[src/rtl/rx_pkg.sv]
package rx_pkg;

    typedef enum logic [2:0] {
        ST_HUNT,
        ST_START,
        ST_DATA,
        ST_PARITY,
        ST_STOP,
        ST_WAIT_MARK
    } rx_state_e;

    localparam int MIN_BITS = 5;

    // index of the final data bit for a length code
    function automatic logic [2:0] final_index(input logic [1:0] code);
        return 3'(MIN_BITS - 1) + {1'b0, code};
    endfunction

endpackage

[src/rtl/rx_line_sync.sv]
module rx_line_sync #(
    parameter int STAGES = 2
) (
    input  logic clk,
    input  logic rst_n,
    input  logic d,
    output logic q
);
    logic [STAGES-1:0] chain;

    always_ff @(posedge clk or negedge rst_n) begin
        if (!rst_n) chain <= '1;
        else        chain <= {chain[STAGES-2:0], d};
    end

    assign q = chain[STAGES-1];
endmodule

[src/rtl/rx_tick_gen.sv]
module rx_tick_gen #(
    parameter int DIV_W = 16
) (
    input  logic             clk,
    input  logic             rst_n,
    input  logic [DIV_W-1:0] divisor,
    output logic             tick
);
    logic [DIV_W-1:0] cnt;
    logic [DIV_W-1:0] limit;

    assign limit = (divisor == '0) ? '0 : divisor - 1'b1;

    always_ff @(posedge clk or negedge rst_n) begin
        if (!rst_n) begin
            cnt  <= '0;
            tick <= 1'b0;
        end else if (cnt >= limit) begin
            cnt  <= '0;
            tick <= 1'b1;
        end else begin
            cnt  <= cnt + 1'b1;
            tick <= 1'b0;
        end
    end
endmodule

[src/rtl/rx_parity_ref.sv]
module rx_parity_ref #(
    parameter int DATA_W = 8
) (
    input  logic [DATA_W-1:0] data,
    input  logic [1:0]        len_sel,
    input  logic              par_even,
    input  logic              par_stick,
    output logic              exp_bit
);
    localparam int MIN_BITS = rx_pkg::MIN_BITS;

    logic [DATA_W-1:0] keep;

    for (genvar i = 0; i < DATA_W; i++) begin : g_mask
        assign keep[i] = (i < MIN_BITS) ? 1'b1 : (i < MIN_BITS + int'(len_sel));
    end

    always_comb begin
        if (par_stick) exp_bit = ~par_even;
        else if (par_even) exp_bit = ^(data & keep);
        else exp_bit = ~^(data & keep);
    end
endmodule

[src/rtl/serial_rx_core.sv]
module serial_rx_core #(
    parameter int DIV_W       = 16,
    parameter int DATA_W      = 8,
    parameter int OSR         = 16,
    parameter int SYNC_STAGES = 2
) (
    input  logic             clk,
    input  logic             rst_n,
    input  logic             line_in,
    input  logic [DIV_W-1:0] divisor,
    input  logic [1:0]       len_sel,
    input  logic             par_en,
    input  logic             par_even,
    input  logic             par_stick,
    input  logic             stop_two,
    input  logic             rx_take,
    output logic             rx_valid,
    output logic [DATA_W-1:0] rx_data,
    output logic             rx_perr,
    output logic             rx_ferr,
    output logic             rx_brk,
    output logic             rx_ovr
);
    import rx_pkg::*;

    localparam int CNT_W = $clog2(OSR);
    localparam int IDX_W = $clog2(DATA_W);
    localparam logic [CNT_W-1:0] MID_CNT  = CNT_W'(OSR / 2 - 1);
    localparam logic [CNT_W-1:0] LAST_CNT = CNT_W'(OSR - 1);

    logic rx_s;
    logic tick;

    rx_line_sync #(.STAGES(SYNC_STAGES)) i_sync (
        .clk(clk), .rst_n(rst_n), .d(line_in), .q(rx_s)
    );

    rx_tick_gen #(.DIV_W(DIV_W)) i_tick (
        .clk(clk), .rst_n(rst_n), .divisor(divisor), .tick(tick)
    );

    rx_state_e         state, state_n;
    logic [CNT_W-1:0]  tick_cnt;
    logic [IDX_W-1:0]  bit_idx;
    logic [DATA_W-1:0] shreg;
    logic              par_bit;
    logic              stop_bad;
    logic              all_space;
    logic              stop_second;
    logic              exp_par;

    rx_parity_ref #(.DATA_W(DATA_W)) i_par (
        .data(shreg), .len_sel(len_sel), .par_even(par_even),
        .par_stick(par_stick), .exp_bit(exp_par)
    );

    logic start_mid, bit_mid, last_data, frame_done, brk_now, frm_now;

    assign start_mid  = tick && (tick_cnt == MID_CNT);
    assign bit_mid    = tick && (tick_cnt == LAST_CNT);
    assign last_data  = (bit_idx == IDX_W'(final_index(len_sel)));
    assign frame_done = (state == ST_STOP) && bit_mid && (!stop_two || stop_second);
    assign brk_now    = all_space && !rx_s;
    assign frm_now    = stop_bad || !rx_s;

    // next-state logic
    always_comb begin
        state_n = state;
        unique case (state)
            ST_HUNT:      if (tick && !rx_s) state_n = ST_START;
            ST_START:     if (start_mid) state_n = rx_s ? ST_HUNT : ST_DATA;
            ST_DATA:      if (bit_mid && last_data) state_n = par_en ? ST_PARITY : ST_STOP;
            ST_PARITY:    if (bit_mid) state_n = ST_STOP;
            ST_STOP:      if (frame_done) state_n = brk_now ? ST_WAIT_MARK : ST_HUNT;
            ST_WAIT_MARK: if (rx_s) state_n = ST_HUNT;
            default:      state_n = ST_HUNT;
        endcase
    end

    // state register and frame datapath
    always_ff @(posedge clk or negedge rst_n) begin
        if (!rst_n) begin
            state       <= ST_HUNT;
            tick_cnt    <= '0;
            bit_idx     <= '0;
            shreg       <= '0;
            par_bit     <= 1'b0;
            stop_bad    <= 1'b0;
            all_space   <= 1'b0;
            stop_second <= 1'b0;
        end else begin
            state <= state_n;
            if (tick) begin
                if (state == ST_HUNT || state == ST_WAIT_MARK) tick_cnt <= '0;
                else if (state == ST_START && start_mid)       tick_cnt <= '0;
                else                                           tick_cnt <= tick_cnt + 1'b1;
            end
            unique case (state)
                ST_START: if (start_mid) begin
                    bit_idx     <= '0;
                    shreg       <= '0;
                    par_bit     <= 1'b0;
                    stop_bad    <= 1'b0;
                    all_space   <= 1'b1;
                    stop_second <= 1'b0;
                end
                ST_DATA: if (bit_mid) begin
                    shreg[bit_idx] <= rx_s;
                    bit_idx        <= bit_idx + 1'b1;
                    all_space      <= all_space & ~rx_s;
                end
                ST_PARITY: if (bit_mid) begin
                    par_bit   <= rx_s;
                    all_space <= all_space & ~rx_s;
                end
                ST_STOP: if (bit_mid) begin
                    stop_second <= 1'b1;
                    stop_bad    <= stop_bad | ~rx_s;
                    all_space   <= all_space & ~rx_s;
                end
                default: ;
            endcase
        end
    end

    // holding slot outputs
    logic slot_free;
    assign slot_free = !rx_valid || rx_take;

    always_ff @(posedge clk or negedge rst_n) begin
        if (!rst_n) begin
            rx_valid <= 1'b0;
            rx_data  <= '0;
            rx_perr  <= 1'b0;
            rx_ferr  <= 1'b0;
            rx_brk   <= 1'b0;
            rx_ovr   <= 1'b0;
        end else begin
            if (rx_take) begin
                rx_valid <= 1'b0;
                rx_ovr   <= 1'b0;
            end
            if (frame_done) begin
                if (slot_free) begin
                    rx_valid <= 1'b1;
                    rx_data  <= shreg;
                    rx_perr  <= par_en && !brk_now && (par_bit != exp_par);
                    rx_ferr  <= !brk_now && frm_now;
                    rx_brk   <= brk_now;
                    rx_ovr   <= 1'b0;
                end else begin
                    rx_ovr <= 1'b1;
                end
            end
        end
    end
endmodule

[config.mk]
export PLATFORM = sky130hd
export DESIGN_NAME = serial_rx_core
export DESIGN_NICKNAME = d
export VERILOG_FILES = /design/src/rtl/rx_pkg.sv /design/src/rtl/rx_line_sync.sv /design/src/rtl/rx_tick_gen.sv /design/src/rtl/rx_parity_ref.sv /design/src/rtl/serial_rx_core.sv
export SDC_FILE = /design/constraint.sdc
export NUM_CORES = 1
export LEC_CHECK = 0
export BUFFER_PORTS_ARGS = -buffer_cell sky130_fd_sc_hd__buf_2
export CORE_MARGIN = 4
export CORE_UTILIZATION = 50
export DETAILED_ROUTE_END_ITERATION = 10
export GPL_TIMING_DRIVEN = 0
export HOLD_SLACK_MARGIN = 0.1
export PLACE_DENSITY = 0.7
export SLEW_MARGIN = 30
export SYNTH_ARGS = -nofsm -noshare
export SYNTH_HDL_FRONTEND = slang
export SYNTH_SLANG_ARGS = --single-unit
[constraint.sdc]
create_clock -name clk -period 3.8 [get_ports clk]
set_input_delay 0.57 -clock clk [delete_from_list [all_inputs] [get_ports clk]]
set_output_delay 0.57 -clock clk [all_outputs]
set_load 0.02 [all_outputs]
==> qor.txt, run 1 <==
max_slew headroom: 54.2%
CTS sink count: 54
Placed Area: 0.00370 mm²
top_reg_cell synth: dfrtp_1
first-pass GRT wire length: 11900 µm
I/O pins: 39
cell row count: 29
hold buffer count at cts: 0
Avg WL per Cell: 14.1 µm
vias per inst: 5.56
die area: 0.00821 mm²
cell count after synthesis: 373
r2r startpoint: tick_cnt[0]
gr ovfl total: 0
R2R depth: 6
Post-synth top cells: nand2_1, dfrtp_1, a21oi_1
area share of the largest cell type after synthesis: 38.2%
Placed Cells: 488
crit path from: divisor[7]
Reg-to-Reg End: rx_data[5]
setup violators final: 0
Final Skew: 13.6 ps
CTS tree: done
CTS buffer count: 5
P&R area growth vs syn: 12.6%
TritonRoute pass-1 iters: 4
nets: 467
Crit path arrival time: 3710 ps
crit share post-route: 91.4%
CP Max Fanout: 10
number of synthesized flops with an enable pin: 0
root buffer cell: clkbuf_8
post-synthesis instance area: 0.00341 mm²
Worst Tran Pin Value: 687 ps
Worst IR Drop VDD: 0.258 mV
hold crit path type: in -> async
critical path endpoint category: flop
core area: 0.00649 mm²
Net Count, Synth: 420
Total GRT Usage: 17.2%
Die H: 90.6 µm
Async SR Flop Fraction: 100%
antenna violations before repair: 0
Synth area leaders: dfrtp_1, ha_1, nand2_1, xnor2_1, xor2_1
clk buf depth: 2
Routed Antenna Nets: 0
Antenna Cells: 0
DR iter-0 viols: 108
via count: 2769
fin. max-slew vios: 0
Hold WS: 285 ps
Horiz. Die Dim: 90.6 µm
Critical Path RT: 4030 ps
cell taking the most area after synthesis: dfrtp_1
vias in the first global route: 2618
PortBufs: 38
synthesized flop and latch total: 54
f_max: 0.288 GHz
WL final: 7020 µm
pin count of the biggest net entering global routing: 55
design area: 0.00384 mm²
Critical Path Start Type: input port
gpl congestion: 0.863
RSZ-0062 raised after global routing: false
fin crit period: 3470 ps
final hold violations: 0
register area share after synthesis: 39.7%
layout cells sized above 1: 18.3%
Pwr per Cell Area: 334 mW/mm²
Synth warnings: 0
WS Path Type: in -> reg
max_cap viols: 0
clk_lat worst skew: 310 ps
Leak: 1.95 nW
outcome: complete, no violations
dpl hpwl: 5270 µm
syn avg cell area: 9.14 µm²
R2R setup slack: 1530 ps
H-tree depth: 2
Starting Density: 52.5%
post-synth cell types: 48
top-count cell post-synth: nand2_1
DRC: 0
Clk pin slew, worst setup/hold paths: 100 ps
final instance count without filler cells: 498
## worst max-delay path by stage
stage | end | cells past startpoint
after floorplan | i_tick.tick | 12
after global placement | i_tick.tick | 13
after detailed placement | i_tick.cnt[14] | 14
after CTS | i_tick.cnt[10] | 14
after global routing | i_tick.cnt[10] | 14
final | i_tick.cnt[10] | 14
## per-layer routing
layer  global-route usage (%)  part of all wire [%]
met3                     2.83                   2.9
met5                        0                     0
met1                     23.2                    47
met4                     4.34                  0.63
met2                     28.8                    49
## cell type report
class | count | area (µm²)
timing repair buffer | 40 | 208
clock buffer | 5 | 68.8
fill | 568 | 2660
tap | 77 | 96.3
inverter | 8 | 30.0
clock inverter | 3 | 26.3
multi-input combinational | 298 | 2000
buffer | 13 | 60.1
sequential | 54 | 1350
## through the flow
step                      setup TNS (ps)  setup slack [ps]  power [mW]  util [%]
after floorplan                        0               199       0.849         -
after global placement             -6330              -526       0.927      56.9
after detailed placement           -6720              -533       0.937      57.0
after CTS                              0              49.2        1.27      58.6
after global routing                   0              77.2        1.36      59.1
final                                  0               325        1.28      59.1
## cells by family after synthesis
logic type / after synthesis / synth area share [%]
buf+inv: 21 / 2.53
flops: 54 / 39.7
xor+xnor: 35 / 9.39
fa+ha+maj: 21 / 7.70
compound gates: 68 / 12.4
simple gates: 156 / 22.6
mux: 18 / 5.61
## state kept, by name, summed over array words and instances, names as in the netlist
| signal | cells |
|---|---|
| i_tick.cnt | 16 |
| rx_data | 8 |
| shreg | 8 |
| tick_cnt | 4 |
| bit_idx | 3 |
| state | 3 |
| i_sync.chain | 2 |
| all_space | 1 |
| i_tick.tick | 1 |
| par_bit | 1 |
| rx_brk | 1 |
| rx_ferr | 1 |
| rx_ovr | 1 |
| rx_perr | 1 |
| rx_valid | 1 |
| stop_bad | 1 |
| stop_second | 1 |
## power breakdown
part	total (mW)	internal, mW	switching, mW	leakage, nW
Clock	0.339	0.136	0.203	0.0491
Sequential	0.664	0.610	0.0537	0.728
Combinational	0.282	0.132	0.150	1.17
Total	1.28	0.878	0.406	1.95
## cells in the final DEF, fill, tap and decap left out, types with 5 or more instances in the layout
cell type / netlist / layout
o211ai_1: 5 / 5
nor2_1: 23 / 23
nor3_1: 7 / 7
o21ai_0: 11 / 11
clkbuf_1: 9 / 6
nand2b_1: 8 / 8
clkbuf_8: 0 / 5
o31ai_1: 5 / 5
dfrtp_1: 52 / 52
nand4_1: 9 / 9
a21o_1: 9 / 9
xor2_1: 17 / 17
mux2i_1: 9 / 9
mux2_2: 9 / 9
buf_2: 3 / 40
ha_1: 21 / 21
a21oi_1: 27 / 24
nand3_1: 12 / 12
nand2_1: 66 / 66
inv_1: 8 / 8
xnor2_1: 17 / 17
## critical path: stages
cell and delay, ps:
buf_2 130, or4_4 520, or3_4 380, nor4_4 200, nand2_1 170, buf_4 200, nand2_1 80, ha_1 240
a21o_1 160, a21o_1 180, a21oi_2 220, o211ai_1 220, clkbuf_2 250, a21oi_1 180
## repair_timing
item,4_1_cts,5_1_grt
endpoints found under the setup margin,12,12
pin swaps,0,1
buffers inserted,0,2
resized for setup,2,9
(Power assumes the default switching activity.)
==> run 2: changes to the inputs <==
--- a/config.mk
+++ b/config.mk
@@ -7,2 +7,3 @@
 export LEC_CHECK = 0
+export ABC_AREA = 1
 export BUFFER_PORTS_ARGS = -buffer_cell sky130_fd_sc_hd__buf_2
@@ -13,2 +14,3 @@
 export HOLD_SLACK_MARGIN = 0.1
+export MAX_ROUTING_LAYER = met4
 export PLACE_DENSITY = 0.7
==> constraint.sdc (replaced) <==
create_clock -name clk -period 3.8 [get_ports clk]
set_input_delay 0.19 -clock clk [delete_from_list [all_inputs] [get_ports clk]]
set_output_delay 0.19 -clock clk [all_outputs]
set_load 0.02 [all_outputs]
==> run 2 against run 1 <==
Net effect:
- largest cell class unchanged
- critical path type unchanged
- combinational power up 33%
- worst hold slack lost 100 ps
- synthesized cell count rose by 26%
- critical endpoint is now i_tick.cnt[6]
- global-route usage grew 1.2 points
==> qor.txt, run 2 <==
outcome: complete, no violations
setup violators final: 0 (unchanged)
Worst Min Path Start: rx_take
clk buf depth: 2 (unchanged)
total power: 1.45 mW (+13%)
final instance count without filler cells: 614 (+23%)
Clk pin slew, worst setup/hold paths: 100 ps (about the same)
R2R setup slack: 1780 ps (+250 ps)
Total GRT Usage: 18.4% (+1.2 points)
Die H: 92.4 µm (+2.0%)
TritonRoute pass-1 iters: 4 (unchanged)
via count: 3086 (+11%)
root buffer cell: clkbuf_8
# fillers: 672 (+18%)
core area: 0.00687 mm² (+5.8%)
max_cap viols: 0 (unchanged)
CP most frequent cell: nand3_1
Leak: 2.10 nW (+8.1%)
P&R area growth vs syn: 12.6% (about the same)
Post-synth top cells: nand2_1, nor2_1, inv_1
slowest CP cell: ha_1
Critical Path RT: 4000 ps (-30 ps)
DRC: 0 (unchanged)
number of synthesized flops with an enable pin: 0 (unchanged)
Min-Delay Path Depth: 4
dpl hpwl: 5740 µm (+9.0%)
cell taking the most area after synthesis: dfrtp_1
clk_lat worst skew: 310 ps (about the same)
vias in the first global route: 2944 (+12%)
gpl congestion: 0.939 (+8.8%)
Critical Path Start Type: input port
cell row count: 30 (+3.4%)
design area: 0.00401 mm² (+4.5%)
WP buf/inv: 3 (unchanged)
register area share after synthesis: 38.0% (-1.7 points)
vias per inst: 5.03 (-9.6%)
pin count of the biggest net entering global routing: 55 (unchanged)
Avg WL per Cell: 11.9 µm (-16%)
Largest Register: i_tick.cnt
cell count after synthesis: 470 (+26%)
Top Registers: i_tick.cnt (16), rx_data (8), shreg (8)
fin crit period: 2760 ps (-710 ps)
hold worst-path end: rx_valid
post-synthesis simple-gate area fraction: 30.4% (+7.7 points)
hold buffer count at cts: 2 (+2)
worst path cell trace: buf_2, or2_0, nor2_1, nand2_1, nor2_1, and3_1, nand3_1, nand2_1, nand3_1, ha_1, nand2_1, inv_1, nand3_1, nor3_1, nand3_1, nand3_1, buf_2, nor2_1
post-synthesis instance area: 0.00356 mm² (+4.5%)
most common cell after layout, fill and taps aside: nand2_1
Starting Density: 51.9% (-0.62 points)
Placement Setup Slack: 677 ps (+1210 ps)
setup ws final: 1040 ps (+710 ps)
final design utilization: 58.4% (-0.69 points)
antenna violations before repair: 0 (unchanged)
Net Count, Synth: 517 (+23%)
post-synthesis compound-gate area fraction: 10.2% (-2.2 points)
final hold violations: 0 (unchanged)
Antenna Cells: 0 (unchanged)
adder-cell share of the synthesized area: 7.37% (-0.33 points)
post-CTS sizing: 0 (-2)
top_reg_cell synth: dfrtp_1
top-count cell post-synth: nand2_1
Routed Antenna Nets: 0 (unchanged)
syn avg cell area: 7.58 µm² (-17%)
fin. max-slew vios: 0 (unchanged)
setup_tns: 0 ps (unchanged)
max incr delay on CP: 300 ps (-220 ps)
Async SR Flop Fraction: 100% (unchanged)
Post-CTS Setup Repair Bufs: 0 (unchanged)
synthesized flop and latch total: 54 (unchanged)
Placed Cells: 604 (+24%)
Pwr per Cell Area: 361 mW/mm² (+7.9%)
first-pass GRT wire length: 12600 µm (+5.7%)
crit share post-route: 72.7% (-19 points)
WL final: 7280 µm (+3.7%)
multiplexer share of the synthesized area: 0% (-5.6 points)
f_max: 0.362 GHz (+26%)
WS Path Type: in -> reg
largest family of logic cells by synthesized area: simple AND/OR/NAND/NOR gates
crit path from: divisor[3]
CTS tree: done
XOR/XNOR Fraction of Synth Area: 6.14% (-3.2 points)
Final Skew: 8.19 ps (-5.43 ps)
Placed Area: 0.00388 mm² (+4.8%)
max_slew headroom: 54.1% (-0.088 points)
Horiz. Die Dim: 92.4 µm (+2.0%)
DR iter-0 viols: 87 (-19%)
met1 usage: 22.3% (-0.91 points)
hold crit path type: in -> reg
Worst IR Drop VDD: 0.265 mV (+2.8%)
nets: 564 (+21%)
met3 Resource Use GR: 2.52% (-0.32 points)
Worst Tran Pin Value: 688 ps (+1.32 ps)
R2R depth: 9 (+3)
GR Util met2: 32.6% (+3.7 points)
layout cells sized above 1: 14.7% (-3.6 points)
post-synth cell types: 41 (-15%)
critical path endpoint category: flop
die area: 0.00854 mm² (+4.1%)
r2r startpoint: i_tick.cnt[15]
H-tree depth: 2 (unchanged)
gr ovfl total: 0 (unchanged)
Hold WS: 183 ps (-102 ps)
CP Max Fanout: 10 (unchanged)
CTS sink count: 54 (unchanged)
Reg-to-Reg End: i_tick.cnt[6]
commonest non-fill, non-tap cells in the layout: nand2_1, nor2_1, inv_1
area share of the largest cell type after synthesis: 36.5% (-1.6 points)
PortBufs: 38 (unchanged)
RSZ-0062 raised after global routing: false
largest delay contributor family on the critical path: simple AND/OR/NAND/NOR gates
Synth area leaders: dfrtp_1, nand2_1, ha_1, nor2_1, inv_1
Synth warnings: 0 (unchanged)
CTS buffer count: 5 (unchanged)
I/O pins: 39 (unchanged)
Crit path arrival time: 2960 ps (-750 ps)
Top Usage Layer GRT: met2
max FFs per register: 16 (unchanged)
## run 2: changes by cell type after synthesis, moves of 5 or more
cell / previous run / this run
a21o_1: 9 / 0
a21oi_1: 27 / 22
clkbuf_1: 9 / 0
inv_1: 8 / 60
mux2_2: 9 / 0
mux2i_1: 9 / 0
nand2_1: 66 / 107
nand2b_1: 8 / 0
nand3_1: 12 / 33
nor2_1: 23 / 62
o21ai_2: 0 / 5
xnor2_1: 17 / 4
## run 2: worst max-delay path by stage
stage / slack, ps / to / cells after the start
after floorplan: 1330 / i_tick.cnt[10] / 17
after global placement: 750 / i_tick.cnt[14] / 18
after detailed placement: 680 / i_tick.cnt[5] / 18
after CTS: 1000 / i_tick.cnt[6] / 18
after global routing: 670 / i_tick.cnt[12] / 18
final: 1040 / i_tick.cnt[6] / 18
## run 2: power breakdown
part           switching (mW)  internal (mW)
Combinational           0.239          0.137
Sequential             0.0506          0.624
Clock                   0.198          0.200
Total                   0.488          0.961
## run 2: cells by family after synthesis
| group | Yosys count |
|---|---|
| DFF | 54 |
| adders and majority gates | 21 |
| xor gates and xnor gates | 25 |
| buffers and inverters | 69 |
| AOI/OAI and AO/OA | 61 |
| and+or+nand+nor | 240 |
## run 2: cell type report
class | instances | area (µm²) | share of cell area [%]
Buffer | 4 | 32.5 | 0.810
Clock buffer | 5 | 68.8 | 1.71
Clock inverter | 3 | 47.5 | 1.18
Inverter | 65 | 249 | 6.20
Multi-Input combinational cell | 347 | 1930 | 48.1
Sequential cell | 54 | 1350 | 33.7
Tap cell | 96 | 120 | 2.99
Timing Repair Buffer | 40 | 213 | 5.30
## run 2: routing by layer
metal  wire, µm  vias up  share of wire, %
li1           -     1611                 -
met1       3370     1420                46
met2       3620       49                50
met3        228        6               3.1
met4         67        0              0.92
met5          0        -                 0
## run 2: tightest hold or removal path: stages
cell	delay, ps
buf_2	70
inv_1	70
nand2_1	80
nand2_1	50
==> run 3: changes to the inputs <==
clock period = 2.6 ns   (was 3.8 ns; I/O delays follow)
==> run 3 against run 2 <==
Net effect:
- via count rose by 0.91%
- critical path type unchanged
- worst hold slack got worse by 59 ps
- final cell count did not move
- sequential power rose by 46%
- largest power group unchanged
- count of clock-buffer cells in the layout did not move
- clock power rose by 46%
- non-clock buffer count fell by 1
- sequential share of layout area fell by 0.34 points
- total power rose by 47%
- die area did not move
- register-to-register slack got worse by 1100 ps
- first-iteration DRC count rose by 46%
==> qor.txt, run 3 (synthesis results as in run 2) <==
outcome: complete, no violations
CTS sink count: 54 (unchanged)
layout cells sized above 1: 15.6% (+0.97 points)
CTS tree: done
Worst Tran Pin Value: 689 ps (+1.30 ps)
pin count of the biggest net entering global routing: 55 (unchanged)
Worst IR Drop VDD: 0.386 mV (+46%)
dpl hpwl: 5740 µm (unchanged)
most common cell after layout, fill and taps aside: nand2_1
Pwr per Cell Area: 523 mW/mm² (+45%)
Placement Setup Slack: -463 ps (-1140 ps)
Critical Path RT: 2800 ps (-1200 ps)
Post-CTS Setup Repair Bufs: 0 (unchanged)
antenna violations before repair: 0 (unchanged)
H-tree depth: 2 (unchanged)
die area: 0.00854 mm² (unchanged)
Top Registers: i_tick.cnt (16), rx_data (8), shreg (8)
Starting Density: 51.9% (unchanged)
total power: 2.12 mW (+47%)
clk_lat worst skew: 310 ps (about the same)
vias in the first global route: 2939 (-0.17%)
core area: 0.00687 mm² (unchanged)
WL final: 7450 µm (+2.4%)
WS Path Type: in -> reg
final instance count without filler cells: 614 (unchanged)
f_max: 0.431 GHz
DR iter-0 viols: 127 (+46%)
DRC: 0 (unchanged)
Antenna Cells: 0 (unchanged)
fin crit period: 2320 ps
TritonRoute pass-1 iters: 4 (unchanged)
Placed Cells: 604 (unchanged)
Crit path arrival time: 2520 ps (-440 ps)
cell row count: 30 (unchanged)
max_slew headroom: 54.1% (-0.087 points)
area taken by multi-input logic gates: 0.00198 mm² (+2.4%)
max FFs per register: 16 (unchanged)
commonest non-fill, non-tap cells in the layout: nand2_1, nor2_1, inv_1
first-pass GRT wire length: 12500 µm (-0.27%)
Final Skew: 8.90 ps (+0.709 ps)
hold crit path type: in -> reg
Placed Area: 0.00388 mm² (unchanged)
CP Max Fanout: 9 (-1)
P&R area growth vs syn: 13.8%
RSZ-0062 raised after global routing: false
Avg WL per Cell: 12.1 µm (+2.4%)
Horiz. Die Dim: 92.4 µm (unchanged)
Die H: 92.4 µm (unchanged)
Largest Register: i_tick.cnt
nets: 564 (unchanged)
vias per inst: 5.07 (+0.91%)
# fillers: 661 (-1.6%)
clk buf depth: 2 (unchanged)
PortBufs: 38 (unchanged)
critical path endpoint category: flop
Clk pin slew, worst setup/hold paths: 100 ps (about the same)
Total GRT Usage: 18.3% (-0.089 points)
CTS buffer count: 5 (unchanged)
Critical Path Start Type: input port
max_cap viols: 0 (unchanged)
setup ws final: 279 ps (-756 ps)
root buffer cell: clkbuf_8
Routed Antenna Nets: 0 (unchanged)
design area: 0.00406 mm² (+1.0%)
register area: 0.00135 mm² (unchanged)
setup violators final: 0 (unchanged)
final hold violations: 0 (unchanged)
gpl congestion: 0.939 (unchanged)
I/O pins: 39 (unchanged)
via count: 3114 (+0.91%)
gr ovfl total: 0 (unchanged)
setup_tns: 0 ps (unchanged)
fin. max-slew vios: 0 (unchanged)
Leak: 2.12 nW (+0.91%)
crit share post-route: 89.3%
## run 3: cell types whose count changed in the layout (fill, tap and decap cells not counted), sizes merged
cell / change
buf: -1
nand3: +1
## run 3: routing by layer
| metal | routed length, µm | vias to the layer above | track usage (%) | part of all wire [%] |
|---|---|---|---|---|
| met5 | 0 | - | - | 0 |
| met4 | 74 | 0 | 4.46 | 0.99 |
| met3 | 267 | 8 | 2.52 | 3.6 |
| met2 | 3680 | 71 | 32.4 | 49 |
| met1 | 3430 | 1420 | 22.2 | 46 |
| li1 | - | 1615 | - | - |
## run 3: timing repair
item                                    in CTS  in global routing
gates cloned                                 0                  1
endpoints found under the hold margin       53                  0
hold buffers                                 2                  0
pin swaps                                    0                  1
gates resized for setup                      1                  6
endpoints found under the setup margin      10                 17
## run 3: critical path, stage by stage
cell and delay (ps):
buf_2 100, inv_1 80, ha_1 190, nand2_1 150
nor3_2 310, nand3_1 140, nor3_1 150, o211ai_1 110
ha_1 300, nand2_1 60, inv_1 50, nand3_1 90
nor3_2 200, nand2_1 190, nand3_4 190, nor2_1 60
## run 3: stage by stage
stage                     hold slack [ps]  util (%)
after global routing                  140      59.0
after floorplan                      -166         -
after detailed placement              221      56.4
after CTS                             112      58.4
final                                 124      59.0
after global placement                236      56.4
## run 3: final timing paths
path | from | endpoint | slack (ps) | cells after the start
min in group asynchronous | rst_n | all_space | 390 | 2
worst max-delay path | divisor[0] | i_tick.cnt[1] | 280 | 16
worst max register to register | tick_cnt[0] | rx_data[2] | 730 | 11
worst min register to register | i_sync.chain[0] | i_sync.chain[1] | 360 | 0
worst min-delay path | rx_take | rx_valid | 120 | 4
max in group asynchronous | rst_n | i_tick.cnt[2] | 1730 | 2
## run 3: final cells by class
class | count | area share (%)
Buffer | 3 | 0.679
Clock buffer | 5 | 1.70
Clock inverter | 3 | 1.17
Inverter | 65 | 6.14
Multi-Input combinational cell | 348 | 48.7
Sequential cell | 54 | 33.4
Tap cell | 96 | 2.96
Timing Repair Buffer | 40 | 5.25
## run 3: where the power goes
part | internal [mW] | switching (mW) | leakage [nW] | total [mW]
Combinational | 0.201 | 0.352 | 1.33 | 0.553
Clock | 0.292 | 0.290 | 0.0587 | 0.583
Sequential | 0.912 | 0.0744 | 0.734 | 0.986
Total | 1.40 | 0.717 | 2.12 | 2.12
